<file path="config.mk">
export PLATFORM = sky130hd
export DESIGN_NAME = snoop_resp_agg
export DESIGN_NICKNAME = d
export VERILOG_FILES = /design/src/rtl/snp_pkg.sv /design/src/rtl/snp_collect.sv /design/src/rtl/snp_timer.sv /design/src/rtl/snp_resolve.sv /design/src/rtl/snoop_resp_agg.sv
export SDC_FILE = /design/constraint.sdc
export NUM_CORES = 1
export LEC_CHECK = 0
export BUFFER_PORTS_ARGS = -buffer_cell sky130_fd_sc_hd__buf_4
export CORE_MARGIN = 1.5
export CORE_UTILIZATION = 45
export DETAILED_ROUTE_END_ITERATION = 8
export PLACE_DENSITY_LB_ADDON = 0.08
export SKIP_CTS_REPAIR_TIMING = 1
export SLEW_MARGIN = 5
export SYNTH_ARGS = -nofsm -noshare
export SYNTH_HDL_FRONTEND = slang
export SYNTH_SLANG_ARGS = --single-unit
</file>
<file path="constraint.sdc">
create_clock -name clk -period 3.2 [get_ports clk]
set_clock_uncertainty 0.2 [all_clocks]
set_input_delay 0.16 -clock clk [delete_from_list [all_inputs] [get_ports clk]]
set_output_delay 0.16 -clock clk [all_outputs]
set_load 0.03 [all_outputs]
</file>
<file path="src/rtl/snp_pkg.sv">
package snp_pkg;

   typedef enum logic {
      PH_IDLE   = 1'b0,
      PH_GATHER = 1'b1
   } snp_phase_e;

   typedef struct packed {
      logic shared;
      logic dirty;
      logic mem;
      logic sup;
      logic late;
   } snp_flags_t;

endpackage

</file>
<file path="src/rtl/snp_collect.sv">
module snp_collect #(
   parameter int N_CACHES = 4
) (
   input  logic                clk,
   input  logic                rst_n,
   input  logic                clear,
   input  logic                enable,
   input  logic [N_CACHES-1:0] rdy,
   input  logic [N_CACHES-1:0] hit,
   input  logic [N_CACHES-1:0] dirty,
   output logic [N_CACHES-1:0] rdy_m,
   output logic [N_CACHES-1:0] hit_m,
   output logic [N_CACHES-1:0] dty_m
);

   // One slot per cache: keeps the first report of the open transaction
   // and merges a report arriving on the current edge.
   for (genvar i = 0; i < N_CACHES; i++) begin : g_slot
      logic seen_q, hit_q, dty_q;
      logic take;

      assign take = enable && rdy[i] && !seen_q;

      always_ff @(posedge clk or negedge rst_n) begin
         if (!rst_n) begin
            seen_q <= 1'b0;
            hit_q  <= 1'b0;
            dty_q  <= 1'b0;
         end else if (clear) begin
            seen_q <= 1'b0;
            hit_q  <= 1'b0;
            dty_q  <= 1'b0;
         end else if (take) begin
            seen_q <= 1'b1;
            hit_q  <= hit[i];
            dty_q  <= dirty[i];
         end
      end

      assign rdy_m[i] = seen_q || take;
      assign hit_m[i] = seen_q ? hit_q : (take && hit[i]);
      assign dty_m[i] = seen_q ? dty_q : (take && dirty[i]);
   end

endmodule

</file>
<file path="src/rtl/snp_timer.sv">
module snp_timer
   import snp_pkg::*;
#(
   parameter bit FIXED_LAT = 1'b0,
   parameter int LATENCY   = 4
) (
   input  logic clk,
   input  logic rst_n,
   input  logic addr_valid,
   input  logic all_rdy,
   output logic start,
   output logic busy,
   output logic done,
   output logic late
);

   localparam int CW = $clog2(LATENCY + 1);

   snp_phase_e ph_q;

   assign busy  = (ph_q == PH_GATHER);
   assign start = addr_valid && !busy;

   always_ff @(posedge clk or negedge rst_n) begin
      if (!rst_n)     ph_q <= PH_IDLE;
      else if (start) ph_q <= PH_GATHER;
      else if (done)  ph_q <= PH_IDLE;
   end

   if (FIXED_LAT) begin : g_fixed
      logic [CW-1:0] cnt_q;

      always_ff @(posedge clk or negedge rst_n) begin
         if (!rst_n)              cnt_q <= '0;
         else if (start)          cnt_q <= CW'(1);
         else if (busy && !done)  cnt_q <= cnt_q + 1'b1;
      end

      assign done = busy && (cnt_q == CW'(LATENCY));
      assign late = done && !all_rdy;
   end else begin : g_wait
      assign done = busy && all_rdy;
      assign late = 1'b0;
   end

endmodule

</file>
<file path="src/rtl/snp_resolve.sv">
module snp_resolve
   import snp_pkg::*;
#(
   parameter int N_CACHES  = 4,
   parameter bit CLEAN_FWD = 1'b0
) (
   input  logic [N_CACHES-1:0] hit,
   input  logic [N_CACHES-1:0] dirty,
   input  logic                late,
   output snp_flags_t          flags,
   output logic [((N_CACHES > 1) ? $clog2(N_CACHES) : 1)-1:0] idx
);

   localparam int IW = (N_CACHES > 1) ? $clog2(N_CACHES) : 1;

   logic          any_hit, any_dty;
   logic [IW-1:0] d_idx;

   assign any_hit = |hit;
   assign any_dty = |dirty;

   // lowest-index modified copy wins
   always_comb begin
      d_idx = '0;
      for (int i = N_CACHES - 1; i >= 0; i--)
         if (dirty[i]) d_idx = IW'(i);
   end

   assign flags.shared = any_hit;
   assign flags.dirty  = any_dty;
   assign flags.late   = late;

   if (CLEAN_FWD) begin : g_fwd
      logic [IW-1:0] h_idx;

      always_comb begin
         h_idx = '0;
         for (int i = N_CACHES - 1; i >= 0; i--)
            if (hit[i]) h_idx = IW'(i);
      end

      assign flags.mem = !any_dty && !any_hit;
      assign flags.sup = any_dty || any_hit;
      assign idx       = any_dty ? d_idx : (any_hit ? h_idx : '0);
   end else begin : g_mem
      assign flags.mem = !any_dty;
      assign flags.sup = any_dty;
      assign idx       = any_dty ? d_idx : '0;
   end

endmodule

</file>
<file path="src/rtl/snoop_resp_agg.sv">
module snoop_resp_agg
   import snp_pkg::*;
#(
   parameter int N_CACHES  = 4,
   parameter bit FIXED_LAT = 1'b0,
   parameter int LATENCY   = 4,
   parameter bit CLEAN_FWD = 1'b0
) (
   input  logic                clk,
   input  logic                rst_n,
   input  logic                addr_valid,
   input  logic [N_CACHES-1:0] snp_rdy,
   input  logic [N_CACHES-1:0] snp_hit,
   input  logic [N_CACHES-1:0] snp_dirty,
   output logic                snoop_valid,
   output logic                bus_shared,
   output logic                bus_dirty,
   output logic                mem_respond,
   output logic                sup_valid,
   output logic [((N_CACHES > 1) ? $clog2(N_CACHES) : 1)-1:0] sup_idx,
   output logic                late_err
);

   localparam int IW = (N_CACHES > 1) ? $clog2(N_CACHES) : 1;

   if (N_CACHES < 1 || N_CACHES > 64) begin : g_bad_count
      $error("snoop_resp_agg: N_CACHES must lie in 1..64");
   end
   if (LATENCY < 1) begin : g_bad_latency
      $error("snoop_resp_agg: LATENCY must be at least 1");
   end

   logic                start, busy, done, late;
   logic [N_CACHES-1:0] rdy_m, hit_m, dty_m;
   snp_flags_t          fl;
   snp_flags_t          fl_q;
   logic [IW-1:0]       idx;
   logic [IW-1:0]       idx_q;
   logic                valid_q;

   snp_timer #(
      .FIXED_LAT (FIXED_LAT),
      .LATENCY   (LATENCY)
   ) u_timer (
      .clk        (clk),
      .rst_n      (rst_n),
      .addr_valid (addr_valid),
      .all_rdy    (&rdy_m),
      .start      (start),
      .busy       (busy),
      .done       (done),
      .late       (late)
   );

   snp_collect #(
      .N_CACHES (N_CACHES)
   ) u_collect (
      .clk    (clk),
      .rst_n  (rst_n),
      .clear  (start),
      .enable (busy),
      .rdy    (snp_rdy),
      .hit    (snp_hit),
      .dirty  (snp_dirty),
      .rdy_m  (rdy_m),
      .hit_m  (hit_m),
      .dty_m  (dty_m)
   );

   snp_resolve #(
      .N_CACHES  (N_CACHES),
      .CLEAN_FWD (CLEAN_FWD)
   ) u_resolve (
      .hit   (hit_m),
      .dirty (dty_m),
      .late  (late),
      .flags (fl),
      .idx   (idx)
   );

   // Result register: all outputs are held at zero outside the valid cycle.
   always_ff @(posedge clk or negedge rst_n) begin
      if (!rst_n) begin
         valid_q <= 1'b0;
         fl_q    <= '0;
         idx_q   <= '0;
      end else if (done) begin
         valid_q <= 1'b1;
         fl_q    <= fl;
         idx_q   <= idx;
      end else begin
         valid_q <= 1'b0;
         fl_q    <= '0;
         idx_q   <= '0;
      end
   end

   assign snoop_valid = valid_q;
   assign bus_shared  = fl_q.shared;
   assign bus_dirty   = fl_q.dirty;
   assign mem_respond = fl_q.mem;
   assign sup_valid   = fl_q.sup;
   assign late_err    = fl_q.late;
   assign sup_idx     = idx_q;

endmodule

</file>
# Yosys cells after proc, flatten, opt, wreduce, memory -nomap -nowiden
# Cells that the tools add are included.
[totals]
ff_bits = 21
inputBits = 15
out_inout_bits = 8
[classes]
n_mux = 42
reduce_logical = 36
[op_table]
columns = ["operator", "n"]
rows = [
  ["2-to-1 mux 1 bit", 35],
  ["logical AND 1 bit", 18],
  ["2-to-1 mux 2 bit", 6],
  ["nonzero test 2 bit", 5],
  ["OR reduction 4 bit", 2],
  ["logical NOT 1 bit", 6],
  ["2-to-1 mux 5 bit", 1],
  ["logical OR 1 bit", 4],
  ["AND reduction 4 bit", 1],
]

# Depth between registers and ports, before layout
# Gate-level depths: netlist of run 1.
[logic_depth]
word_depth = 10
ltp_mapped = 5
depth_no_buf = 5

# Cells and area by module
# Synthesis of run 1 repeated with hierarchy kept, for this count alone.
[hier_totals]
hier_cells = 97
hier_area_um2 = 1091.0
[by_module_without_submodules]
columns = ["module", "instances", "cells_per_inst", "area_each_um2", "seq_area_each_um2"]
rows = [
  ["snp_collect", 1, 62, 698.2, 300.3],
  ["snoop_resp_agg", 1, 16, 252.7, 200.2],
  ["snp_resolve", 1, 12, 77.6, 0.0],
  ["snp_timer", 1, 7, 62.6, 25.0],
]

# Worst setup path after synthesis of run 1
# No wires, ideal clock.
[synth_path]
kind = "register -> register"
startpoint = "register u_collect.g_slot[2].seen_q"
endpoint = "register fl_q, in the netlist mem_respond"
setup_ns = 0.068
arrival_time_ns = 1.239
slack_ns = 1.693
stages_incl_launch_ff = 5
path_buffers = 0
path_cell_list = "dfrtp_1 and3b_1 a22o_1 a211oi_1 and4_1"
[synth_between]
elab_chain_len = 7
[synth_lines]
columns = ["element", "line_no", "rtl"]
rows = [
  ["start: declaration", "snp_collect.sv:19", "logic seen_q, hit_q, dty_q;"],
  ["start signal: assignment", "snp_collect.sv:26", "seen_q <= 1'b0;"],
  ["start signal: assignment", "snp_collect.sv:30", "seen_q <= 1'b0;"],
  ["start signal: assignment", "snp_collect.sv:34", "seen_q <= 1'b1;"],
  ["logical NOT 1 bit", "snp_collect.sv:22", "assign take = enable && rdy[i] && !seen_q;"],
  ["logical AND 1 bit", "snp_collect.sv:22", ""],
  ["logical AND 1 bit", "snp_collect.sv:42", "assign dty_m[i] = seen_q ? dty_q : (take && dirty[i]);"],
  ["2-to-1 mux 1 bit", "snp_collect.sv:42", ""],
  ["OR reduction 4 bit", "snp_resolve.sv:20", "assign any_dty = |dirty;"],
  ["logical NOT 1 bit", "snp_resolve.sv:46", "assign flags.mem = !any_dty;"],
  ["2-to-1 mux 5 bit *", "snoop_resp_agg.sv:87", "end else if (done) begin"],
  ["end signal: assignment", "snoop_resp_agg.sv:89", "fl_q <= fl;"],
  ["end: declaration", "snoop_resp_agg.sv:36", "snp_flags_t fl_q;"],
]
# Mark *: on every way between the ends. The rest lies on a longest branch, timed or not.
# A chain may end at the register's enable or synchronous reset.

# Final worst setup path of run 1
[layout_path]
startpoint = "register u_timer.ph_q (netlist: u_timer.busy)"
endpoint = "register fl_q, in the netlist mem_respond"
[layout_between]
elab_chain_len = 7
[layout_lines]
columns = ["element", "line_no", "rtl"]
rows = [
  ["start: declaration", "snp_timer.sv:19", "snp_phase_e ph_q;"],
  ["start signal: assignment", "snp_timer.sv:25", "if (!rst_n) ph_q <= PH_IDLE;"],
  ["start signal: assignment", "snp_timer.sv:26", "else if (start) ph_q <= PH_GATHER;"],
  ["start signal: assignment", "snp_timer.sv:27", "else if (done) ph_q <= PH_IDLE;"],
  ["logical AND 1 bit (2 in series)", "snp_collect.sv:22", ""],
  ["logical AND 1 bit", "snp_collect.sv:42", ""],
  ["2-to-1 mux 1 bit", "snp_collect.sv:42", ""],
  ["OR reduction 4 bit", "snp_resolve.sv:20", ""],
  ["logical NOT 1 bit", "snp_resolve.sv:46", ""],
  ["2-to-1 mux 5 bit *", "snoop_resp_agg.sv:87", ""],
]
# Marked as above.

==> impl_metrics.ini, run 1 <==
[sta]
period_share_pct = 55.0
slew_viol_final = 0
hold_ws_ps = -17.2
rsz0062_at_grt = false
max_freq_ghz = 0.568
worst_slack_ps = 1440
final.setup.tns_ps = 0
hold_viol = 1
min_period_ps = 1760
setup_viol = 0

[placed_design]
port_buffers = 21
dp_hpwl_mm = 1.42
gp_congestion = 0.790
place_ws_ps = 1480

[synth]
synth_area_leaders = dfrtp_1, a21oi_1, nor2_1, mux2i_1, a31o_2
ys_types = 29
synth.top_cell.area_share_pct = 51.1
yosys_warnings = 0
synth.largest_area_cell = dfrtp_1
syn_nets = 111
synth_commonest_cells = dfrtp_1, nor2_1, a21oi_1
yosysMostFrequentCell = dfrtp_1
syn-cell-area_um2 = 930
synthArstFlopShare_pct = 100
syn_area_per_cell_um2 = 9.68
yosys_register_bits = 19
syn_inst = 96
ys_seq_area_share_pct = 51.1
synth_edf_count = 0
synthFlopType = dfrtp_1

[critical_path]
cp_data_required_time_ps = 3230
path_max_fanout = 12
critical_path.endpoint_type = flip-flop
critPathKind = flip-flop to flip-flop
cp.arrival_ps = 1790
cp-start-kind = flip-flop

[finish]
multiInputGateArea_um2 = 407
antenna_cells = 0
seqCellArea_um2 = 475
fillCellCount = 186
area.growth.synth_to_final_pct = 28.4
nets = 140
drive_above_1_share_pct = 25.0

[detailed_routing]
ant_nets = 0
wl_per_cell_um = 13.1
drt_iter0_markers = 17
route.detailed.drc = 0
via_per_inst = 5.40
num_vias = 816
firstDrtPassIters = 4
drt-total-wl_mm = 1.97

[global_routing]
grt_overflow = 0
antenna_found_initial = 0
grt_start_max_net_pins = 20
track_usage_pct = 17.4
grt_pass1_wl_mm = 3.19
grt_pass1_vias = 767

[clocking]
clock_sinks = 19
cts_tree = done
cts_buffers = 3
clk_path_buf_depth = 2
clk_pin_slew_ps = 110
htree_levels = 1
clk_latency_ps = 290
cts_root_buf = clkbuf_4

[floorplanning]
dieHeight_um = 48.5
initial_core_util_pct = 47.4
ioPinCount = 23
die-area_mm2 = 0.00235
rows = 16
die_w_um = 48.5
core_area_mm2 = 0.00196

[min_path]
hp-class = input port to flip-flop

[power_and_ir_drop]
max-vdd-ir-drop_uv = 495
p_int_mw = 0.555
power_density_mw_per_mm2 = 781
power_leakage_nw = 0.580
switching_share_pct = 40.5
clkPwrFrac_pct = 12.8
p_switching_mw = 0.377
p_comb_share_pct = 43.1
seq_power_share_pct = 44.2

[outcome]
violations = hold timing
status = finished with violations

[flow_run]
drv_cap = 0
metrics by stage:
stage / utilization, % / hold WS (ps) / power, mW / area [um2] / cells
global route: 60.8 / 0.538 / 1.00 / 1190 / 151
global placement: 55.9 / -154 / 0.794 / 1100 / 140
finish: 60.8 / -17.2 / 0.933 / 1190 / 151
CTS: 57.3 / -478 / 0.919 / 1120 / 144
floorplan: - / -336 / 0.687 / 930 / 96
detailed placement: 55.9 / -153 / 0.799 / 1100 / 140
layer usage:
| layer | share of wire [%] | GRT usage [%] | up-vias |
|---|---|---|---|
| met5 | 0 | 0 | - |
| met4 | 0.71 | 9.52 | 0 |
| met3 | 4.2 | 3.40 | 3 |
| met2 | 49 | 28.9 | 28 |
| met1 | 46 | 21.3 | 389 |
| li1 | - | - | 396 |
cell usage in the layout (no fill, tap or decap):
| master | n |
|---|---|
| and3b_1 | 1 |
| inv_1 | 4 |
| or4_4 | 1 |
| a21oi_1 | 11 |
| a22o_1 | 2 |
| a31o_2 | 4 |
| dlygate4sd3_1 | 7 |
| and4_1 | 1 |
| nor2b_1 | 1 |
| o21ai_1 | 6 |
| nand3_1 | 1 |
| a221oi_1 | 1 |
| a211oi_1 | 1 |
| and4b_1 | 3 |
| mux2i_1 | 4 |
| buf_4 | 21 |
| a31oi_1 | 2 |
| conb_1 | 1 |
| clkinv_2 | 1 |
| clkbuf_4 | 3 |
| inv_2 | 1 |
| o21ai_0 | 2 |
| dfrtp_1 | 19 |
| nand3b_1 | 2 |
| nand2b_1 | 3 |
| nand2_1 | 6 |
| and3_1 | 1 |
| a32oi_1 | 1 |
| nor2_1 | 12 |
| clkbuf_1 | 1 |
critical path, cell delays in order (launching register included):
cell and delay (ps):
dfrtp_1 510, and3b_1 240, a22o_1 220, a211oi_1 280, and4_1 240
area by class of cell:
cell class | count | share of cell area, %
multi-input cells | 67 | 34.1
inverters | 6 | 1.99
repair buffers | 28 | 19.1
well taps | 27 | 2.83
clock buffers | 4 | 2.20
flip-flops and latches | 19 | 39.8
final timing paths:
kind,startpoint,end,slack [ps],cells after the start
max,u_timer.busy$_DFFE_PN0P_,mem_respond$_DFF_PN0_,1440,4
min,snp_rdy[2],u_collect.g_slot[2].seen_q$_DFFE_PN0P_,-20,3
max reg2reg,u_timer.busy$_DFFE_PN0P_,mem_respond$_DFF_PN0_,1440,4
min reg2reg,u_collect.g_slot[1].hit_q$_DFFE_PN0P_,u_collect.g_slot[1].hit_q$_DFFE_PN0P_,330,2
max in group asynchronous,rst_n,u_collect.g_slot[0].hit_q$_DFFE_PN0P_,2540,2
min in group asynchronous,rst_n,u_collect.g_slot[1].dty_q$_DFFE_PN0P_,60,2
power by group through the flow:
stage | clock network (mW) | registers [mW] | logic [mW]
5_1_grt | 0.137 | 0.422 | 0.440
3_5_place_dp | 0 | 0.413 | 0.386
2_1_floorplan | 0 | 0.425 | 0.262
3_3_place_gp | 0 | 0.413 | 0.381
4_1_cts | 0.123 | 0.408 | 0.388
6_report | 0.119 | 0.412 | 0.402
state kept, by name, summed over array words and instances (netlist names):
name,cells
mem_respond,1
u_collect.g_slot.seen_q,4
u_collect.g_slot.dty_q,4
snoop_valid,1
u_collect.g_slot.hit_q,4
sup_idx,2
bus_shared,1
u_timer.busy,1
bus_dirty,1
cells by family (layout without fill, tap and decap cells):
family	Yosys count	after routing	synth area share [%]
other	1	1	0.403
and+or+nand+nor	32	32	19.1
DFF	19	19	51.1
muxes	4	4	4.31
AOI/OAI and AO/OA	30	30	19.9
buffers and inverters	10	38	5.11
Note: power is estimated with default switching activity, not from simulation.
==> run 2: changes to the inputs <==
==> constraint.sdc (replaced) <==
create_clock -name clk -period 1.8 [get_ports clk]
set_clock_uncertainty 0.2 [all_clocks]
set_input_delay 0.09 -clock clk [delete_from_list [all_inputs] [get_ports clk]]
set_output_delay 0.09 -clock clk [all_outputs]
set_load 0.03 [all_outputs]
==> impl_metrics.ini, run 2 (same netlist as run 1, synthesis figures left out) <==
[min_path]
hold_depth = 5
min-delay-start = snp_hit[0]
min_to = u_collect.g_slot[0].hit_q$_DFFE_PN0P_
hp-class = input port to flip-flop

[detailed_routing]
via_per_inst = 5.36
num_vias = 831
wl_per_cell_um = 13.5
ant_nets = 0
drt_iter0_markers = 20
firstDrtPassIters = 4
route.detailed.drc = 0
drt-total-wl_mm = 2.10

[power_and_ir_drop]
power_leakage_nw = 0.601
power_density_mw_per_mm2 = 1370
max-vdd-ir-drop_uv = 942

[finish]
drive_above_1_share_pct = 26.6
nets = 144
reg.largest.list = u_collect.g_slot.dty_q x4, u_collect.g_slot.hit_q x4, u_collect.g_slot.seen_q x4
final_cell_area_mm2 = 0.00124
fillCellCount = 170
layout_commonest_cell = buf_4
antenna_cells = 0
multiInputGateArea_um2 = 412
final_cell_mix = buf_4, dfrtp_1, nor2_1, a21oi_1, dlygate4sd3_1
area.growth.synth_to_final_pct = 33.1
seqCellArea_um2 = 475

[floorplanning]
initial_core_util_pct = 47.4
ioPinCount = 23
core_area_mm2 = 0.00196
rows = 16
dieHeight_um = 48.5
die-area_mm2 = 0.00235
die_w_um = 48.5

[outcome]
violations = hold timing
status = finished with violations

[clocking]
cts_buffers = 3
cts_root_buf = clkbuf_4
clk_latency_ps = 300
clk_pin_slew_ps = 110
htree_levels = 1
clock_sinks = 19
clk_path_buf_depth = 2
cts_tree = done

[critical_path]
path_cells = and3b_1 -> a22o_1 -> a211oi_2 -> and4_1
r2r_slack_ps = 130
critPathKind = flip-flop to flip-flop
cp_num_buf_inv = 0
path_max_fanout = 9
cp.arrival_ps = 1710
worst-r2r-cell-count = 4
reg2reg_from = u_timer.busy$_DFFE_PN0P_
slowest_delay_ps = 480
cp_top_family = flip-flops
cp_data_required_time_ps = 1840
rr_endpoint = mem_respond$_DFF_PN0_
cp-start-kind = flip-flop
critical_path.endpoint_type = flip-flop
cpMaxStageDelayCell = dfrtp_1

[global_routing]
grt_start_max_net_pins = 20
grt_pass1_vias = 750
antenna_found_initial = 0
grt_overflow = 0
track_usage_pct = 19.0
grt_pass1_wl_mm = 3.42

[sta]
rsz0062_at_grt = false
hold_viol = 13
final.setup.tns_ps = 0
hold_ws_ps = -19.4
max_freq_ghz = 0.600
slew_viol_final = 0
min_period_ps = 1670
setup_viol = 0
period_share_pct = 92.6

[placed_design]
gp_congestion = 0.779
dp_hpwl_mm = 1.50
port_buffers = 21
dpl_cell_area_mm2 = 0.00110

[flow_run]
drv_cap = 0
## run 2: per-layer routing
metal / routed length [um] / share of wire (%) / up-vias / global-route usage [%]
li1: - / - / 407 / -
met1: 953 / 45 / 384 / 25.2
met2: 987 / 47 / 32 / 30.1
met3: 102 / 4.9 / 8 / 3.09
met4: 55 / 2.6 / 0 / 10.0
met5: 0 / 0 / - / 0
## run 2: where the power goes
group	switching, mW	leakage [nW]	internal [mW]
logic	0.405	0.341	0.349
clock network	0.136	0.0177	0.0828
registers	0.153	0.243	0.574
total	0.695	0.601	1.01
## run 2: worst register-to-register path, stage by stage, from the launching register on
cell      delay, ps
dfrtp_1         480
and3b_1         220
a22o_1          230
a211oi_2        250
and4_1          230
## run 2: worst max-delay path by stage
stage | start | slack (ps) | depth (start not counted) | end
CTS | u_timer.busy$_DFFE_PN0P_ | 70 | 4 | mem_respond$_DFF_PN0_
floorplan | u_collect.g_slot[2].seen_q$_DFFE_PN0P_ | 290 | 4 | mem_respond$_DFF_PN0_
detailed placement | u_timer.busy$_DFFE_PN0P_ | 90 | 4 | mem_respond$_DFF_PN0_
finish | u_timer.busy$_DFFE_PN0P_ | 130 | 4 | mem_respond$_DFF_PN0_
global placement | u_timer.busy$_DFFE_PN0P_ | 180 | 4 | mem_respond$_DFF_PN0_
global route | u_timer.busy$_DFFE_PN0P_ | 70 | 4 | mem_respond$_DFF_PN0_
## run 2: area by class of cell
class                           count  share of cell area [%]
Sequential cell                    19                    38.4
Multi-Input combinational cell     67                    33.3
Timing Repair Buffer               32                    21.4
Tap cell                           27                    2.73
Inverter                            6                    1.92
Clock buffer                        3                    1.82
Clock inverter                      1                   0.404
## run 2: through the flow
stage	power [mW]	utilization [%]	worst slack, ps	std cells
after global routing	1.83	63.1	66.9	155
after floorplan	1.22	-	293	96
final	1.70	63.1	133	155
after CTS	1.66	57.7	72.7	145
after global placement	1.43	56.3	183	141
after detailed placement	1.44	56.3	92.3	141
